[config.mk]
export PLATFORM = sky130hd
export DESIGN_NAME = ioc_cmd_decoder
export DESIGN_NICKNAME = d
export VERILOG_FILES = /design/src/rtl/ioc_pkg.sv /design/src/rtl/ioc_char_class.sv /design/src/rtl/ioc_parser.sv /design/src/rtl/ioc_reply_tx.sv /design/src/rtl/ioc_cmd_decoder.sv
export SDC_FILE = /design/constraint.sdc
export NUM_CORES = 1
export LEC_CHECK = 0
export BUFFER_PORTS_ARGS = -buffer_cell sky130_fd_sc_hd__buf_2
export CORE_AREA = 2 2 103 85
export CTS_BUF_LIST = sky130_fd_sc_hd__clkbuf_8 sky130_fd_sc_hd__clkbuf_16
export CTS_CLUSTER_DIAMETER = 60
export DETAILED_ROUTE_END_ITERATION = 16
export DIE_AREA = 0 0 105 87
export PLACE_DENSITY = 0.49
export SYNTH_ARGS = -nofsm -noshare
export SYNTH_HDL_FRONTEND = slang
export SYNTH_SLANG_ARGS = --single-unit
[constraint.sdc]
create_clock -name clk -period 5.1 [get_ports clk]
set_clock_uncertainty 0.15 [all_clocks]
set_input_delay 0.51 -clock clk [delete_from_list [all_inputs] [get_ports clk]]
set_output_delay 0.51 -clock clk [all_outputs]
set_load 0.02 [all_outputs]
[src/rtl/ioc_pkg.sv]
package ioc_pkg;

    localparam logic [7:0] CH_CR    = 8'h0D;
    localparam logic [7:0] CH_PLUS  = 8'h2B;
    localparam logic [7:0] CH_MINUS = 8'h2D;
    localparam logic [7:0] CH_YES   = 8'h59;
    localparam logic [7:0] CH_NO    = 8'h4E;
    localparam logic [7:0] CH_LT    = 8'h54;
    localparam logic [7:0] CH_LD    = 8'h44;

    typedef enum logic [3:0] {
        PS_IDLE,
        PS_Y_END,
        PS_T_HEX,
        PS_D_FIRST,
        PS_D_SECOND,
        PS_D_SIGN,
        PS_D_END,
        PS_SKIP
    } pstate_e;

    typedef enum logic [1:0] {
        OP_NONE,
        OP_READ,
        OP_MASK,
        OP_EDGE
    } op_e;

    typedef enum logic [1:0] {
        RK_ACK,
        RK_YES,
        RK_NO
    } reply_e;

    typedef struct packed {
        logic       is_cr;
        logic       is_hex;
        logic       is_dec;
        logic       is_plus;
        logic       is_minus;
        logic [3:0] hex_val;
        op_e        op;
    } chclass_t;

    function automatic logic [7:0] fold_upper(input logic [7:0] c);
        if (c >= 8'h61 && c <= 8'h7A) return c - 8'h20;
        return c;
    endfunction

    function automatic chclass_t classify(input logic [7:0] c);
        chclass_t   r;
        logic [7:0] u;
        u          = fold_upper(c);
        r          = '0;
        r.is_cr    = (c == CH_CR);
        r.is_plus  = (c == CH_PLUS);
        r.is_minus = (c == CH_MINUS);
        r.is_dec   = (c >= 8'h30 && c <= 8'h39);
        if (r.is_dec) begin
            r.is_hex  = 1'b1;
            r.hex_val = c[3:0];
        end else if (u >= 8'h41 && u <= 8'h46) begin
            r.is_hex  = 1'b1;
            r.hex_val = u[3:0] + 4'd9;
        end
        if (u == CH_YES)     r.op = OP_READ;
        else if (u == CH_LT) r.op = OP_MASK;
        else if (u == CH_LD) r.op = OP_EDGE;
        else                 r.op = OP_NONE;
        return r;
    endfunction

endpackage

[src/rtl/ioc_char_class.sv]
module ioc_char_class
    import ioc_pkg::*;
(
    input  logic [7:0] ch,
    output chclass_t   cls
);
    always_comb cls = classify(ch);
endmodule

[src/rtl/ioc_parser.sv]
module ioc_parser
    import ioc_pkg::*;
#(
    parameter int N_BITS = 8,
    parameter int IDX_W  = 3
) (
    input  logic              clk,
    input  logic              rst,
    input  logic              acc,
    input  chclass_t          cls,
    input  logic              cos_flag,
    output logic              mask_we,
    output logic [N_BITS-1:0] mask_data,
    output logic              edge_we,
    output logic [IDX_W-1:0]  edge_idx,
    output logic              edge_rise,
    output logic              cos_clr,
    output logic              rep_req,
    output reply_e            rep_kind
);
    localparam int HEX_DIGITS = (N_BITS + 3) / 4;
    localparam int HEX_W      = 4 * HEX_DIGITS;
    localparam int CNT_W      = $clog2(HEX_DIGITS + 1);
    localparam logic [CNT_W-1:0] CNT_FULL = CNT_W'(HEX_DIGITS);
    localparam logic [6:0]       IDX_LIM  = 7'(N_BITS);

    pstate_e          st;
    logic [HEX_W-1:0] hex_acc;
    logic [CNT_W-1:0] hex_cnt;
    logic [6:0]       idx_acc;
    logic             rise_q;
    logic             fire_rd, fire_mask, fire_edge;
    logic             is_sign;

    assign is_sign   = cls.is_plus | cls.is_minus;
    assign fire_rd   = acc && cls.is_cr && (st == PS_Y_END);
    assign fire_mask = acc && cls.is_cr && (st == PS_T_HEX) && (hex_cnt == CNT_FULL);
    assign fire_edge = acc && cls.is_cr && (st == PS_D_END);
    assign rep_req   = fire_rd | fire_mask | fire_edge;
    assign rep_kind  = fire_rd ? (cos_flag ? RK_YES : RK_NO) : RK_ACK;

    always_ff @(posedge clk) begin
        if (rst) begin
            st        <= PS_IDLE;
            hex_acc   <= '0;
            hex_cnt   <= '0;
            idx_acc   <= '0;
            rise_q    <= 1'b0;
            mask_we   <= 1'b0;
            edge_we   <= 1'b0;
            cos_clr   <= 1'b0;
            mask_data <= '0;
            edge_idx  <= '0;
            edge_rise <= 1'b0;
        end else begin
            mask_we <= fire_mask;
            edge_we <= fire_edge;
            cos_clr <= fire_rd;
            if (fire_mask) mask_data <= hex_acc[N_BITS-1:0];
            if (fire_edge) begin
                edge_idx  <= idx_acc[IDX_W-1:0];
                edge_rise <= rise_q;
            end
            if (acc) begin
                case (st)
                    PS_IDLE: begin
                        hex_acc <= '0;
                        hex_cnt <= '0;
                        idx_acc <= '0;
                        if (!cls.is_cr) begin
                            case (cls.op)
                                OP_READ: st <= PS_Y_END;
                                OP_MASK: st <= PS_T_HEX;
                                OP_EDGE: st <= PS_D_FIRST;
                                default: st <= PS_SKIP;
                            endcase
                        end
                    end
                    PS_Y_END: st <= cls.is_cr ? PS_IDLE : PS_SKIP;
                    PS_T_HEX: begin
                        if (cls.is_cr) st <= PS_IDLE;
                        else if (cls.is_hex && hex_cnt != CNT_FULL) begin
                            hex_acc <= HEX_W'({hex_acc, cls.hex_val});
                            hex_cnt <= hex_cnt + 1'b1;
                        end else st <= PS_SKIP;
                    end
                    PS_D_FIRST: begin
                        if (cls.is_cr) st <= PS_IDLE;
                        else if (cls.is_dec) begin
                            idx_acc <= 7'(cls.hex_val);
                            st      <= PS_D_SECOND;
                        end else st <= PS_SKIP;
                    end
                    PS_D_SECOND: begin
                        if (cls.is_cr) st <= PS_IDLE;
                        else if (cls.is_dec) begin
                            idx_acc <= 7'(idx_acc * 7'd10) + 7'(cls.hex_val);
                            st      <= PS_D_SIGN;
                        end else if (is_sign && idx_acc < IDX_LIM) begin
                            rise_q <= cls.is_plus;
                            st     <= PS_D_END;
                        end else st <= PS_SKIP;
                    end
                    PS_D_SIGN: begin
                        if (cls.is_cr) st <= PS_IDLE;
                        else if (is_sign && idx_acc < IDX_LIM) begin
                            rise_q <= cls.is_plus;
                            st     <= PS_D_END;
                        end else st <= PS_SKIP;
                    end
                    PS_D_END: st <= cls.is_cr ? PS_IDLE : PS_SKIP;
                    PS_SKIP:  if (cls.is_cr) st <= PS_IDLE;
                    default:  st <= PS_IDLE;
                endcase
            end
        end
    end


    mask_src_chk: assert property (@(posedge clk) disable iff (rst)
        mask_we |-> $past(acc && cls.is_cr));


    strobe_onehot_chk: assert property (@(posedge clk) disable iff (rst)
        $onehot0({mask_we, edge_we, cos_clr}));


    edge_pulse_chk: assert property (@(posedge clk) disable iff (rst)
        edge_we |=> !edge_we);

endmodule

[src/rtl/ioc_reply_tx.sv]
module ioc_reply_tx
    import ioc_pkg::*;
(
    input  logic       clk,
    input  logic       rst,
    input  logic       rep_req,
    input  reply_e     rep_kind,
    input  logic       tx_ready,
    output logic       tx_valid,
    output logic [7:0] tx_data,
    output logic       busy
);
    logic [7:0] byte0, byte1;
    logic [1:0] left;

    assign tx_valid = (left != 2'd0);
    assign tx_data  = byte0;
    assign busy     = tx_valid;

    always_ff @(posedge clk) begin
        if (rst) begin
            byte0 <= '0;
            byte1 <= '0;
            left  <= '0;
        end else if (rep_req) begin
            case (rep_kind)
                RK_YES: begin byte0 <= CH_YES; byte1 <= CH_CR; left <= 2'd2; end
                RK_NO:  begin byte0 <= CH_NO;  byte1 <= CH_CR; left <= 2'd2; end
                default: begin byte0 <= CH_CR; byte1 <= CH_CR; left <= 2'd1; end
            endcase
        end else if (tx_valid && tx_ready) begin
            byte0 <= byte1;
            left  <= left - 2'd1;
        end
    end


    tx_hold_chk: assert property (@(posedge clk) disable iff (rst)
        tx_valid && !tx_ready |=> tx_valid && $stable(tx_data));


    req_idle_chk: assert property (@(posedge clk) disable iff (rst)
        rep_req |-> left == 2'd0);

endmodule

[src/rtl/ioc_cmd_decoder.sv]
module ioc_cmd_decoder
    import ioc_pkg::*;
#(
    parameter int N_BITS = 8,
    localparam int IDX_W = (N_BITS > 1) ? $clog2(N_BITS) : 1
) (
    input  logic              clk,
    input  logic              rst,
    input  logic              rx_valid,
    input  logic [7:0]        rx_data,
    output logic              rx_ready,
    input  logic              cos_flag,
    output logic              cos_clr,
    output logic              mask_we,
    output logic [N_BITS-1:0] mask_data,
    output logic              edge_we,
    output logic [IDX_W-1:0]  edge_idx,
    output logic              edge_rise,
    output logic              tx_valid,
    output logic [7:0]        tx_data,
    input  logic              tx_ready
);
    chclass_t cls;
    logic     acc;
    logic     rep_req;
    reply_e   rep_kind;
    logic     busy;

    assign rx_ready = !busy;
    assign acc      = rx_valid && rx_ready;

    ioc_char_class u_class (
        .ch  (rx_data),
        .cls (cls)
    );

    ioc_parser #(.N_BITS(N_BITS), .IDX_W(IDX_W)) u_parser (
        .clk       (clk),
        .rst       (rst),
        .acc       (acc),
        .cls       (cls),
        .cos_flag  (cos_flag),
        .mask_we   (mask_we),
        .mask_data (mask_data),
        .edge_we   (edge_we),
        .edge_idx  (edge_idx),
        .edge_rise (edge_rise),
        .cos_clr   (cos_clr),
        .rep_req   (rep_req),
        .rep_kind  (rep_kind)
    );

    ioc_reply_tx u_reply (
        .clk      (clk),
        .rst      (rst),
        .rep_req  (rep_req),
        .rep_kind (rep_kind),
        .tx_ready (tx_ready),
        .tx_valid (tx_valid),
        .tx_data  (tx_data),
        .busy     (busy)
    );


    status_byte_chk: assert property (@(posedge clk) disable iff (rst)
        cos_clr && $past(cos_flag) |-> tx_valid && tx_data == CH_YES);


    reply_with_strobe_chk: assert property (@(posedge clk) disable iff (rst)
        (mask_we || edge_we || cos_clr) |-> tx_valid);

endmodule

Word level (Yosys, flattened, before mapping)
Cells that the tools add are included.
Operators by class
  $add $sub $neg: 5
  multiply operators: 1
  divide/modulo/power cells: 0
  order comparisons: 7
  eq/ne operators: 31
  shift operators: 0
  multiplexer cells: 47
  bitwise gates (word level): 3
  reductions and logical operators: 25
Operators with widths (number)
  $mux 8: 6
  $mux 4: 10
  $mux 7: 4
  $pmux 4 s7: 1
  $eq 8x7->1 const B: 3
  $mux 2: 11
  $pmux 7 s3: 1
  $ne 2x2->1 const B: 10
  $eq 4x3->1 const B: 4
  $eq 8x6->1 const B: 2
  $ge 8x7->1 const B: 2
  $le 8x7->1 const B: 2
  $pmux 8 s2: 1
  $pmux 7 s2: 1
  $logic_and 1x1->1: 12
  $pmux 3 s3: 1
  $eq 2x2->1 const B: 4
  $eq 4x2->1 const B: 2
  $eq 8x4->1 const B: 1
  $ge 8x6->1 const B: 1
  $le 8x6->1 const B: 1
  $mux 1: 8
  $reduce_and 4->1: 2
  $reduce_bool 2->1: 4
  21 further kinds: 25
Storage, ports and cells
  register bits: 48
  bits in latches: 0
  memory bits (writable): 0
  memory bits (read-only): 0
  input bits: 13
  output and inout port bits: 25
  word-level logic and storage cells: 133
  memories kept: 0

Depth between registers and ports, before layout
  depth after elaboration: 12
  mapped depth: 16

Cells and area by module
Synthesis repeated with hierarchy kept, for this count alone.
Unflattened totals
  cells, all modules: 330
  area, all modules: 2901.5 um2
By module, submodules not included
  ioc_parser: times used 1, cells an instance 217, area each 1949.4 um2, sequential area each 720.7 um2
  ioc_char_class: times used 1, cells an instance 59, area each 494.2 um2, sequential area each 0.0 um2
  ioc_reply_tx: times used 1, cells an instance 52, area each 447.9 um2, sequential area each 180.2 um2
  ioc_cmd_decoder: times used 1, cells an instance 2, area each 10.0 um2, sequential area each 0.0 um2

Worst setup path before layout
Ideal clock, no wire load.
  path type: input to register
  from: input rx_data[1]
  to: register u_parser.idx_acc[6]
  arrival: 3555 ps
  data required time: 4880 ps
  path slack: 1325 ps
  stages on the path: 16
  cells stage by stage: clkbuf_1 -> inv_1 -> ha_1 -> or4b_1 -> o221a_2 -> o21ai_0 -> o31ai_1 -> a21oi_1 -> inv_1 -> ha_1 -> a21o_1 -> a21oi_1 -> nor3b_1 -> xnor2_1 -> nand3_1 -> a21oi_1
On the way
  cells in the longest elaborated chain, start to end: 12
Ends and longest elaborated chain
  start, declared: RTL line ioc_cmd_decoder.sv:10  | input logic [7:0] rx_data,
  $ge 8x7->1 / $le 8x7->1 (equally long branches): RTL line ioc_pkg.sv:46  | if (c >= 8'h61 && c <= 8'h7A) return c - 8'h20;
  $logic_and 1x1->1: RTL line ioc_pkg.sv:46
  $mux 1: RTL line ioc_pkg.sv:46
  $mux 8: RTL line ioc_pkg.sv:47  | return c;
  $ge 8x7->1 / $le 8x7->1 (equally long branches): RTL line ioc_pkg.sv:62  | end else if (u >= 8'h41 && u <= 8'h46) begin
  $logic_and 1x1->1: RTL line ioc_pkg.sv:62
  $mux 4: RTL line ioc_pkg.sv:62
  $mux 4: RTL line ioc_pkg.sv:59  | if (r.is_dec) begin
  $add 7x4->7: RTL line ioc_parser.sv:97  | idx_acc <= 7'(idx_acc * 7'd10) + 7'(cls.hex_val);
  $mux 7: RTL line ioc_parser.sv:96  | else if (cls.is_dec) begin
  $mux 7: RTL line ioc_parser.sv:95  | if (cls.is_cr) st <= PS_IDLE;
  $pmux 7 s3: RTL line ioc_parser.sv:65  | case (st)
  end signal, assigned: RTL line ioc_parser.sv:90  | idx_acc <= 7'(cls.hex_val);
  end signal, assigned: RTL line ioc_parser.sv:97
  end, declared: RTL line ioc_parser.sv:30  | logic [6:0] idx_acc;
Several ways; a longest one is shown, not always the timed one. The select of a mux whose other input is x is not followed.
A chain may end at the register's enable or synchronous reset.

Worst setup path in the final report
Ends and elaborated chain as after synthesis.

==> results.json <==
{
  "seq_area_um2": 901,
  "relSlewSlack_pct": 33.2,
  "antenna_left": 0,
  "max_slew.worst_pin.slew_ns": 0.994,
  "ys_top_cells_by_area": "dfxtp_1, ha_1, nor2_1, a21oi_1, mux2i_1",
  "cp.required_ns": 5.17,
  "dp_hpwl_um": 4790,
  "grt-ovfl-total": 0,
  "yosysUniqueCellTypes": 68,
  "wl_um": 6620,
  "grt_max_degree": 41,
  "rsz0062_at_grt": "no",
  "switchingPower_uw": 293,
  "dpl_worst_slack_ns": 1.06,
  "setup_viol": 0,
  "cts_root_buffer": "clkbuf_8",
  "cts_buffers": 5,
  "setup_tns_ns": 0,
  "antenna_found_initial": 0,
  "cts_tree": "done",
  "post_cts_buffers": 0,
  "end_kind": "register",
  "final_common_cell": "dfxtp_1",
  "core_area_um2": 8180,
  "timing.fmax_mhz": 265,
  "die_h_um": 87,
  "cp.arrival_ns": 3.85,
  "clkSinkCount": 45,
  "synth_area_leader_cell": "dfxtp_1",
  "status": "finished, final reports clean",
  "htreeDepth": 2,
  "initial_core_util_pct": 33.9,
  "synth-async-reset-ratio_pct": 0,
  "ctsResizeCount": 0,
  "netlist_area_um2": 2770,
  "clk_latency_ns": 0.30,
  "clock_power_share_pct": 27.0,
  "vdd_ir_drop_max_mv": 0.131,
  "power_density_nw_per_um2": 270,
  "period_minus_slack_ns": 3.77,
  "fin_nets": 384,
  "combinationalPowerShare_pct": 25.8,
  "numPortBuffers": 35,
  "synthCells": 328,
  "firstDrtPassIters": 4,
  "dpl_cell_area_um2": 2990,
  "gp_congestion": 0.842,
  "final_cell_mix": "dfxtp_1, nor2_1, buf_2",
  "placedCellCount": 457,
  "synth_edf_count": 0,
  "fin_ws_ns": 1.33,
  "vias": 2415,
  "cap_violations": 0,
  "drv_slew": 0,
  "ys_ff_latch": 45,
  "p_int_uw": 541,
  "multi_input_area_um2": 1700,
  "clockBufferDepth": 2,
  "yosysTopAreaCellShare_pct": 32.5,
  "ys.flop_type": "dfxtp_1",
  "fin_cells": 465,
  "drive_gt1_share_pct": 16.4,
  "synth.avg_cell_area_um2": 8.45,
  "vias_per_cell": 5.19,
  "power_leakage_uw": 0.00125,
  "swShare_pct": 35.1,
  "drc_errors": 0,
  "syn_to_final_growth_pct": 11.3,
  "die_w_um": 105,
  "diodes": 0,
  "fin_area_um2": 3080,
  "post_drt_wl_per_cell_um": 14.2,
  "fin_util_pct": 37.7,
  "seqPwrFrac_pct": 47.2,
  "ys_seq_area_share_pct": 32.5,
  "std_cell_rows": 30,
  "final-hold-violation-count": 0,
  "hold_path_class": "register to register",
  "grt_pass1_vias": 2241,
  "ys_warn_count": 0,
  "path_clk_slew_ns": 0.09,
  "nFillCells": 892,
  "pin_count": 38,
  "crit_fanout": 10,
  "period_share_pct": 74.0,
  "grt_pass1_wl_um": 11200,
  "crit_path_start_kind": "primary input",
  "grt.total_usage_pct": 15.0,
  "first_iter_violations": 168,
  "worstSetupPathType": "primary input to register",
  "hold_buffers": 0,
  "dieArea_um2": 9140
}
## cells by family (layout without fill, tap and decap cells)
kind of cell,Yosys count,after routing,synth area share [%]
muxes,13,13,4.70
AOI/OAI and AO/OA,79,79,21.0
adders and majority gates,19,19,9.12
buffers and inverters,41,65,6.41
DFF,45,45,32.5
xor gates and xnor gates,8,8,2.53
and+or+nand+nor,122,122,23.5
other,1,2,0.135
## flip-flops by register name (all words and copies together) (netlist names), 2 cells and up
name / count
u_parser.mask_data: 8
u_parser.st: 3
u_reply.tx_data: 6
u_parser.edge_idx: 3
u_parser.hex_acc: 8
u_parser.hex_cnt: 2
u_reply.left: 2
u_parser.idx_acc: 7
## layout make-up
type | instances | share of cell area (%)
flip-flops and latches | 45 | 29.2
inverters | 22 | 2.68
well taps | 112 | 4.54
clock inverters | 3 | 0.690
clock buffers | 5 | 2.23
repair buffers | 35 | 5.68
multi-input cells | 243 | 55.0
## layer usage
| metal | GRT usage (%) | up-vias | part of all wire, % |
|---|---|---|---|
| met5 | 0 | - | 0 |
| met4 | 3.88 | 0 | 1.1 |
| met3 | 2.62 | 6 | 4.5 |
| met2 | 21.9 | 53 | 42 |
| met1 | 22.6 | 1125 | 52 |
| li1 | - | 1231 | - |
## Yosys cell counts (3+ instances only)
| library cell | count |
|---|---|
| nor3_1 | 12 |
| a311oi_1 | 3 |
| o32ai_1 | 3 |
| ha_1 | 17 |
| buf_4 | 3 |
| clkbuf_1 | 10 |
| nor2_1 | 36 |
| nand3b_1 | 3 |
| a22o_1 | 3 |
| nand3_1 | 19 |
| a211oi_1 | 5 |
| dfxtp_1 | 45 |
| inv_1 | 22 |
| nor2_2 | 3 |
| o211ai_1 | 3 |
| o21ai_0 | 7 |
| nand2b_1 | 7 |
| nand2_1 | 14 |
| xnor2_1 | 6 |
| and2_1 | 3 |
| nor4_1 | 4 |
| and3_1 | 3 |
| buf_2 | 4 |
| mux2i_1 | 13 |
| a21oi_1 | 26 |
## critical path, stage by stage
cell     delay, ns
buf_2         0.19
inv_1         0.12
ha_1          0.26
or4b_1        0.56
o221a_2       0.29
o21ai_0       0.19
o31ai_1       0.12
a21oi_1       0.33
inv_1         0.08
ha_1          0.28
a21o_1        0.19
a21oi_1       0.21
nor3b_1       0.09
xnor2_1       0.15
nand3_1       0.09
a21oi_1       0.18
## per-stage QoR
step / total power, uW / hold slack (ns)
after global routing: 889 / 0.321
final: 834 / 0.311
after detailed placement: 616 / 0.302
after global placement: 617 / 0.290
after CTS: 844 / 0.316
after floorplan: 565 / 0.277
## power groups by stage
| stage | Clock (uW) | Combinational, uW | Sequential [uW] |
|---|---|---|---|
| finish | 225 | 215 | 393 |
| global route | 249 | 244 | 397 |
| global placement | 0 | 215 | 401 |
| CTS | 235 | 216 | 393 |
| detailed placement | 0 | 215 | 401 |
| floorplan | 0 | 182 | 383 |
## worst paths after layout
| path | from | to | slack (ns) | cells past startpoint |
|---|---|---|---|---|
| hold / removal | u_parser.idx_acc[6] | u_parser.idx_acc[6] | 0.31 | 2 |
| hold reg to reg | u_parser.idx_acc[6] | u_parser.idx_acc[6] | 0.31 | 2 |
| setup / recovery | rx_data[1] | u_parser.idx_acc[6] | 1.33 | 16 |
| setup reg to reg | u_reply.left[0] | u_parser.hex_acc[2] | 2.59 | 8 |
Note: power is estimated with default switching activity, not from simulation.
